$ cat config.mk
export PLATFORM = sky130hd
export DESIGN_NAME = fp_ordered_sum_red
export DESIGN_NICKNAME = d
export VERILOG_FILES = /design/src/rtl/fp_red_pkg.sv /design/src/rtl/fp_red_act_gen.sv /design/src/rtl/fp_red_lane_sel.sv /design/src/rtl/fp_red_adder.sv /design/src/rtl/fp_red_ctrl.sv /design/src/rtl/fp_ordered_sum_red.sv
export SDC_FILE = /design/constraint.sdc
export NUM_CORES = 2
export LEC_CHECK = 0
export ABC_AREA = 1
export BUFFER_PORTS_ARGS = -buffer_cell sky130_fd_sc_hd__buf_2
export CAP_MARGIN = 20
export CELL_PAD_IN_SITES_DETAIL_PLACEMENT = 1
export CELL_PAD_IN_SITES_GLOBAL_PLACEMENT = 1
export CORE_MARGIN = 4
export CORE_UTILIZATION = 39
export DETAILED_ROUTE_END_ITERATION = 10
export GPL_TIMING_DRIVEN = 0
export PLACE_DENSITY = 0.85
export SKIP_CTS_REPAIR_TIMING = 1
export SYNTH_ARGS = -nofsm -noshare
export SYNTH_HDL_FRONTEND = slang
export SYNTH_SLANG_ARGS = --single-unit
$ cat constraint.sdc
create_clock -name clk -period 100.7 [get_ports clk]
set_input_delay 5.035 -clock clk [delete_from_list [all_inputs] [get_ports clk]]
set_output_delay 5.035 -clock clk [all_outputs]
set_load 0.03 [all_outputs]
$ cat src/rtl/fp_red_pkg.sv
package fp_red_pkg;

  localparam int FP_W  = 32;
  localparam int MAN_W = 23;
  localparam int EXT_W = MAN_W + 4;   // hidden bit + fraction + guard/round/sticky

  localparam logic [FP_W-1:0] NEG_ZERO   = 32'h8000_0000;
  localparam logic [FP_W-1:0] CANON_QNAN = 32'h7FC0_0000;

  typedef struct packed {
    logic            invalid;
    logic [FP_W-1:0] val;
  } fp_add_t;

  function automatic logic fp_is_nan(logic [FP_W-1:0] x);
    return (x[30:23] == 8'hFF) && (x[22:0] != 23'd0);
  endfunction

  function automatic logic fp_is_inf(logic [FP_W-1:0] x);
    return (x[30:23] == 8'hFF) && (x[22:0] == 23'd0);
  endfunction

  function automatic logic fp_is_zero(logic [FP_W-1:0] x);
    return x[30:0] == 31'd0;
  endfunction

  // Right shift of an extended mantissa, folding lost bits into bit 0.
  function automatic logic [EXT_W-1:0] shr_sticky(logic [EXT_W-1:0] m, logic [7:0] d);
    logic [EXT_W-1:0] kept;
    logic             lost;
    if (d >= 8'(EXT_W)) begin
      kept = '0;
      lost = |m;
    end else begin
      kept = m >> d;
      lost = |(m & ~({EXT_W{1'b1}} << d));
    end
    return {kept[EXT_W-1:1], kept[0] | lost};
  endfunction

  // Single-precision add, round to nearest even.
  function automatic fp_add_t fp32_add(logic [FP_W-1:0] a, logic [FP_W-1:0] b);
    fp_add_t          r;
    logic             a_big;
    logic [FP_W-1:0]  big, sml;
    logic [7:0]       eb, es;
    logic [EXT_W-1:0] mb, ms, nm;
    logic [EXT_W:0]   sum;
    logic [9:0]       e;
    logic             rnd;
    logic [24:0]      m25;
    r.invalid = 1'b0;
    r.val     = '0;
    if (fp_is_nan(a) || fp_is_nan(b)) begin
      r.val = CANON_QNAN;
    end else if (fp_is_inf(a) && fp_is_inf(b)) begin
      if (a[31] != b[31]) begin
        r.val     = CANON_QNAN;
        r.invalid = 1'b1;
      end else begin
        r.val = a;
      end
    end else if (fp_is_inf(a)) begin
      r.val = a;
    end else if (fp_is_inf(b)) begin
      r.val = b;
    end else if (fp_is_zero(a) && fp_is_zero(b)) begin
      r.val = {a[31] & b[31], 31'd0};
    end else if (fp_is_zero(a)) begin
      r.val = b;
    end else if (fp_is_zero(b)) begin
      r.val = a;
    end else begin
      a_big = (a[30:0] >= b[30:0]);
      big   = a_big ? a : b;
      sml   = a_big ? b : a;
      eb    = (big[30:23] == 8'd0) ? 8'd1 : big[30:23];
      es    = (sml[30:23] == 8'd0) ? 8'd1 : sml[30:23];
      mb    = {big[30:23] != 8'd0, big[22:0], 3'b000};
      ms    = {sml[30:23] != 8'd0, sml[22:0], 3'b000};
      ms    = shr_sticky(ms, eb - es);
      e     = {2'b00, eb};
      if (big[31] == sml[31]) begin
        sum = {1'b0, mb} + {1'b0, ms};
        if (sum[EXT_W]) begin
          nm = {sum[EXT_W:2], sum[1] | sum[0]};
          e  = e + 10'd1;
        end else begin
          nm = sum[EXT_W-1:0];
        end
      end else begin
        nm = mb - ms;
        for (int i = 0; i < EXT_W - 1; i++) begin
          if (!nm[EXT_W-1] && (e > 10'd1)) begin
            nm = nm << 1;
            e  = e - 10'd1;
          end
        end
      end
      if (nm == '0) begin
        r.val = 32'h0000_0000;
      end else begin
        rnd = nm[2] & (nm[1] | nm[0] | nm[3]);
        m25 = {1'b0, nm[EXT_W-1:3]} + {24'd0, rnd};
        if (m25[24]) begin
          m25 = m25 >> 1;
          e   = e + 10'd1;
        end
        if (e >= 10'd255) r.val = {big[31], 8'hFF, 23'd0};
        else              r.val = {big[31], m25[23] ? e[7:0] : 8'h00, m25[22:0]};
      end
    end
    return r;
  endfunction

endpackage

$ cat src/rtl/fp_red_act_gen.sv
module fp_red_act_gen #(
  parameter int N_ELEM = 8,
  parameter int LEN_W  = 4
) (
  input  logic [LEN_W-1:0]  vlen,
  input  logic              mask_en,
  input  logic [N_ELEM-1:0] mask,
  output logic [N_ELEM-1:0] act,
  output logic              any_act
);
  for (genvar g = 0; g < N_ELEM; g++) begin : g_lane
    assign act[g] = (LEN_W'(g) < vlen) && (!mask_en || mask[g]);
  end
  assign any_act = |act;
endmodule

$ cat src/rtl/fp_red_lane_sel.sv
module fp_red_lane_sel
  import fp_red_pkg::*;
#(
  parameter int N_ELEM = 8,
  parameter int IDX_W  = 3
) (
  input  logic [N_ELEM*FP_W-1:0] elems,
  input  logic [N_ELEM-1:0]      act,
  input  logic [IDX_W-1:0]       idx,
  output logic [FP_W-1:0]        operand
);
  logic [FP_W-1:0] lane_op [N_ELEM];

  for (genvar g = 0; g < N_ELEM; g++) begin : g_sub
    assign lane_op[g] = act[g] ? elems[g*FP_W +: FP_W] : NEG_ZERO;
  end

  always_comb begin
    operand = NEG_ZERO;
    for (int i = 0; i < N_ELEM; i++) begin
      if (IDX_W'(i) == idx) operand = lane_op[i];
    end
  end
endmodule

$ cat src/rtl/fp_red_adder.sv
module fp_red_adder
  import fp_red_pkg::*;
(
  input  logic [FP_W-1:0] acc,
  input  logic [FP_W-1:0] operand,
  output logic [FP_W-1:0] sum,
  output logic            add_invalid
);
  fp_add_t res;
  assign res         = fp32_add(acc, operand);
  assign sum         = res.val;
  assign add_invalid = res.invalid;
endmodule

$ cat src/rtl/fp_red_ctrl.sv
module fp_red_ctrl #(
  parameter int IDX_W = 3
) (
  input  logic             clk,
  input  logic             rst_n,
  input  logic             accept,
  input  logic             any_act,
  input  logic [IDX_W-1:0] last_idx,
  output logic             busy,
  output logic [IDX_W-1:0] idx,
  output logic             run_any,
  output logic             step_en,
  output logic             finish
);
  logic [IDX_W-1:0] last_q;

  assign step_en = busy & run_any;
  assign finish  = busy & (!run_any || (idx == last_q));

  always_ff @(posedge clk or negedge rst_n) begin
    if (!rst_n) begin
      busy    <= 1'b0;
      idx     <= '0;
      run_any <= 1'b0;
      last_q  <= '0;
    end else if (accept) begin
      busy    <= 1'b1;
      idx     <= '0;
      run_any <= any_act;
      last_q  <= last_idx;
    end else if (finish) begin
      busy <= 1'b0;
    end else if (busy) begin
      idx <= idx + 1'b1;
    end
  end
endmodule

$ cat src/rtl/fp_ordered_sum_red.sv
module fp_ordered_sum_red
  import fp_red_pkg::*;
#(
  parameter  int N_ELEM = 8,
  localparam int LEN_W  = $clog2(N_ELEM + 1)
) (
  input  logic                   clk,
  input  logic                   rst_n,
  input  logic                   start,
  input  logic [LEN_W-1:0]       vlen,
  input  logic                   mask_en,
  input  logic [N_ELEM-1:0]      mask,
  input  logic [FP_W-1:0]        scalar_in,
  input  logic [N_ELEM*FP_W-1:0] elems,
  output logic                   busy,
  output logic                   done,
  output logic [FP_W-1:0]        result,
  output logic                   invalid
);
  localparam int IDX_W = (N_ELEM > 1) ? $clog2(N_ELEM) : 1;

  logic [N_ELEM-1:0]      act_w, act_q;
  logic                   any_w;
  logic [N_ELEM*FP_W-1:0] elems_q;
  logic [FP_W-1:0]        acc_q, operand, add_sum;
  logic                   add_inv, inv_run_q;
  logic [IDX_W-1:0]       idx, last_idx;
  logic                   accept, run_any, step_en, finish;
  logic [FP_W-1:0]        result_q;
  logic                   invalid_q, done_q;

  assign accept   = start & ~busy;
  assign last_idx = ((vlen == '0) || (vlen > LEN_W'(N_ELEM))) ? IDX_W'(N_ELEM - 1)
                                                               : IDX_W'(vlen - 1'b1);

  fp_red_act_gen #(.N_ELEM(N_ELEM), .LEN_W(LEN_W)) u_act (
    .vlen(vlen), .mask_en(mask_en), .mask(mask), .act(act_w), .any_act(any_w)
  );

  fp_red_ctrl #(.IDX_W(IDX_W)) u_ctrl (
    .clk(clk), .rst_n(rst_n), .accept(accept), .any_act(any_w), .last_idx(last_idx),
    .busy(busy), .idx(idx), .run_any(run_any), .step_en(step_en), .finish(finish)
  );

  fp_red_lane_sel #(.N_ELEM(N_ELEM), .IDX_W(IDX_W)) u_sel (
    .elems(elems_q), .act(act_q), .idx(idx), .operand(operand)
  );

  fp_red_adder u_add (
    .acc(acc_q), .operand(operand), .sum(add_sum), .add_invalid(add_inv)
  );

  always_ff @(posedge clk or negedge rst_n) begin
    if (!rst_n) begin
      elems_q   <= '0;
      act_q     <= '0;
      acc_q     <= '0;
      inv_run_q <= 1'b0;
      result_q  <= '0;
      invalid_q <= 1'b0;
      done_q    <= 1'b0;
    end else begin
      done_q <= finish;
      if (accept) begin
        elems_q   <= elems;
        act_q     <= act_w;
        acc_q     <= scalar_in;
        inv_run_q <= 1'b0;
      end else if (step_en) begin
        acc_q     <= add_sum;
        inv_run_q <= inv_run_q | add_inv;
      end
      if (finish) begin
        result_q  <= run_any ? add_sum : acc_q;
        invalid_q <= run_any & (inv_run_q | add_inv);
      end
    end
  end

  assign done    = done_q;
  assign result  = result_q;
  assign invalid = invalid_q;
endmodule

==> impl_results.md <==
* Vias in the first global route at 55500
* Crit end category: flop
* DP Worst Slack at 50.13 ns
* Critical path's slowest cell: a22oi_1
* Worst slew pin tran at 1.32 ns
* WHS at 0.473 ns
* Crit path top cell by count: nand2_2
* Clk sink count at 339
* Share of cells above drive strength 1 at 18.7%
* Largest net degree at the start of global routing at 116
* Die Y-Extent at 363 µm
* Peak Freq at 19.5 MHz
* Critical Path AT at 51.66 ns
* Worst hold path class: reg2reg
* Initial core utilization at 39.5%
* Setup crit start kind: flop
* Relative slew slack at 11.7%
* Grt ovf at 0
* Area Overhead vs Synth at 10.2%
* Multi-input logic area at 33600 µm²
* # fillers at 17400
* Maxcap violations at 0
* CTS H-tree lvls at 2
* Synth warnings at 0
* Reg clk slew, reported paths at 0.07 ns
* Status: finished clean
* Clock Skew at 0.0376 ns
* CP max stage delay at 0.98 ns
* FF+latch area at 8480 µm²
* Setup repair after global routing missed its margin: false
* Synth unique cells at 91
* Post-synth EDFFs at 0
* GRT Util Overall at 29.1%
* Worst endpoint required time at 101.17 ns
* DRC at 0
* Mapped Avg Cell Area at 5.98 µm²
* Setup Viol. Count Final at 0
* WL/cell at 19.3 µm
* Antenna Nets Post-Route at 0
* Clock Latency Late Sink at 0.58 ns
* DIE AREA at 132000 µm²
* Final worst slack at 49.51 ns
* Vias per cell at 5.35
* Final HPWL DP at 167 mm
* Row count at 129
* Clk buf depth at 3
* Root Buffer: clkbuf_16
* PortBufs at 338
* Core Region at 124000 µm²
* Routability cong. at 0.989
* DRT iter0 DRCs at 3533
* First-pass iteration count of the detailed router at 6
* CP max FO at 10
* CTS buffer count at 36
* Final-report hold violation count at 0
* Post-layout nets at 9055
* Async SR Flop Fraction at 100%
* Setup slack, reg-to-reg at 49.51 ns
* Final Critical Period at 51.19 ns
* Syn Nets at 8675
* Gate count of the mapped netlist at 8220
* Setup Crit Path Kind: reg2reg
* CP bufs+invs at 66
* CTS tree: yes
* Max-slew violation count at 0
* Via count at 54900
* Sequential-to-total area share from yosys stat at 17.3%
* IO Count at 339
* CP top delay family: simple AND/OR/NAND/NOR gates
* Final Cycle Share at 50.8%
* Total negative slack at 0 ns
* Main synth FF type: dfrtp_1
* Die width at 363 µm
* Mapped cell area at 49100 µm²
* First-pass GRT wire length at 308 mm
* Initial antenna violation count at 7
* Final wirelength at 199 mm
* Register bit total from synthesis at 339
[stage by stage]
| stage | instances | instance area, µm² | util [%] |
|---|---|---|---|
| finish | 10300 | 54200 | 43.5 |
| global placement | 10200 | 52900 | 42.5 |
| CTS | 10300 | 54200 | 43.5 |
| global route | 10300 | 54200 | 43.5 |
| detailed placement | 10200 | 53000 | 42.6 |
| floorplan | 8220 | 49100 | - |
[state kept, by name (all words and copies together) (netlist names), 3 cells and up]
register	cells
u_ctrl.last_q	3
u_ctrl.idx	3
act_q	8
result	32
elems_q	256
acc_q	32
[final cells by class]
class                   count  share of cell area (%)
inverters                1082                    7.65
plain buffers             379                    5.27
diodes                      1                 0.00462
flip-flops and latches    339                    15.7
clock inverters            11                   0.323
well taps                1637                    3.78
multi-input cells        6420                    62.1
clock buffers              51                    1.88
repair buffers            342                    3.30
[worst min-delay path: cells and delay by family, from the launching register on]
| family | cells | cell delay, ns |
|---|---|---|
| flip-flops | 1 | 0.34 |
| AND/OR/NAND/NOR | 2 | 0.10 |
[cell usage after synthesis, types with 51 or more instances]
| library cell | instances | share of area, % |
|---|---|---|
| o21ai_0 | 773 | 7.9 |
| clkbuf_8 | 51 | 1.4 |
| nor2_4 | 52 | 1.2 |
| clkbuf_1 | 190 | 1.5 |
| buf_6 | 54 | 1.2 |
| nand4_1 | 141 | 1.8 |
| a21oi_1 | 278 | 2.8 |
| nor2_2 | 109 | 1.4 |
| o21ai_1 | 70 | 0.71 |
| inv_2 | 94 | 0.72 |
| nand2_4 | 141 | 3.2 |
| xor2_1 | 84 | 1.5 |
| nand3_2 | 68 | 1.4 |
| nand3_1 | 407 | 4.1 |
| nand2_2 | 405 | 5.2 |
| nand2_1 | 2853 | 22 |
| ha_1 | 149 | 3.8 |
| nor2_1 | 417 | 3.2 |
| inv_1 | 939 | 7.2 |
| dfrtp_1 | 339 | 17 |
[cell families (layout without fill, tap and decap cells)]
| family | Yosys count | count (layout) | share of synthesized area, % |
|---|---|---|---|
| buffers and inverters | 1461 | 1865 | 14.2 |
| AOI/OAI and AO/OA | 1400 | 1400 | 16.1 |
| other | 0 | 1 | 0 |
| muxes | 3 | 3 | 0.0611 |
| xor gates and xnor gates | 118 | 118 | 2.25 |
| DFF | 339 | 339 | 17.3 |
| adders and majority gates | 151 | 151 | 3.88 |
| and+or+nand+nor | 4748 | 4748 | 46.2 |
[cell usage in the layout, fill, tap and decap left out, types with 70 or more instances in the layout]
master | Yosys | routed
nand2_1 | 2853 | 2853
inv_1 | 939 | 939
o21ai_0 | 773 | 773
nor2_1 | 417 | 417
nand3_1 | 407 | 407
nand2_2 | 405 | 405
buf_2 | 11 | 349
dfrtp_1 | 339 | 339
a21oi_1 | 278 | 278
clkbuf_1 | 190 | 199
ha_1 | 149 | 149
nand2_4 | 141 | 141
nand4_1 | 141 | 141
nor2_2 | 109 | 109
inv_2 | 94 | 94
xor2_1 | 84 | 84
o21ai_1 | 70 | 70
[routing by layer]
metal  wire (µm)  vias up  track usage [%]
met2       98600     1395             53.0
met4       10400        2             13.1
met1       81500    26400             34.7
li1            -    26800                -
met3        8030      374             2.41
met5          11        -                0
[worst paths after layout]
| check | startpoint | endpoint | depth (start not counted) |
|---|---|---|---|
| worst max register to register | u_ctrl.idx[1] | result[29] | 317 |
| min in group asynchronous | rst_n | elems_q[242] | 1 |
| max in group asynchronous | rst_n | elems_q[8] | 3 |
| worst min-delay path | elems_q[13] | elems_q[13] | 2 |
| worst max-delay path | u_ctrl.idx[1] | result[29] | 317 |
| worst min register to register | elems_q[13] | elems_q[13] | 2 |
Power is not shown: default switching activity piles up to over one toggle a cycle in this logic, so the estimate is an artifact.
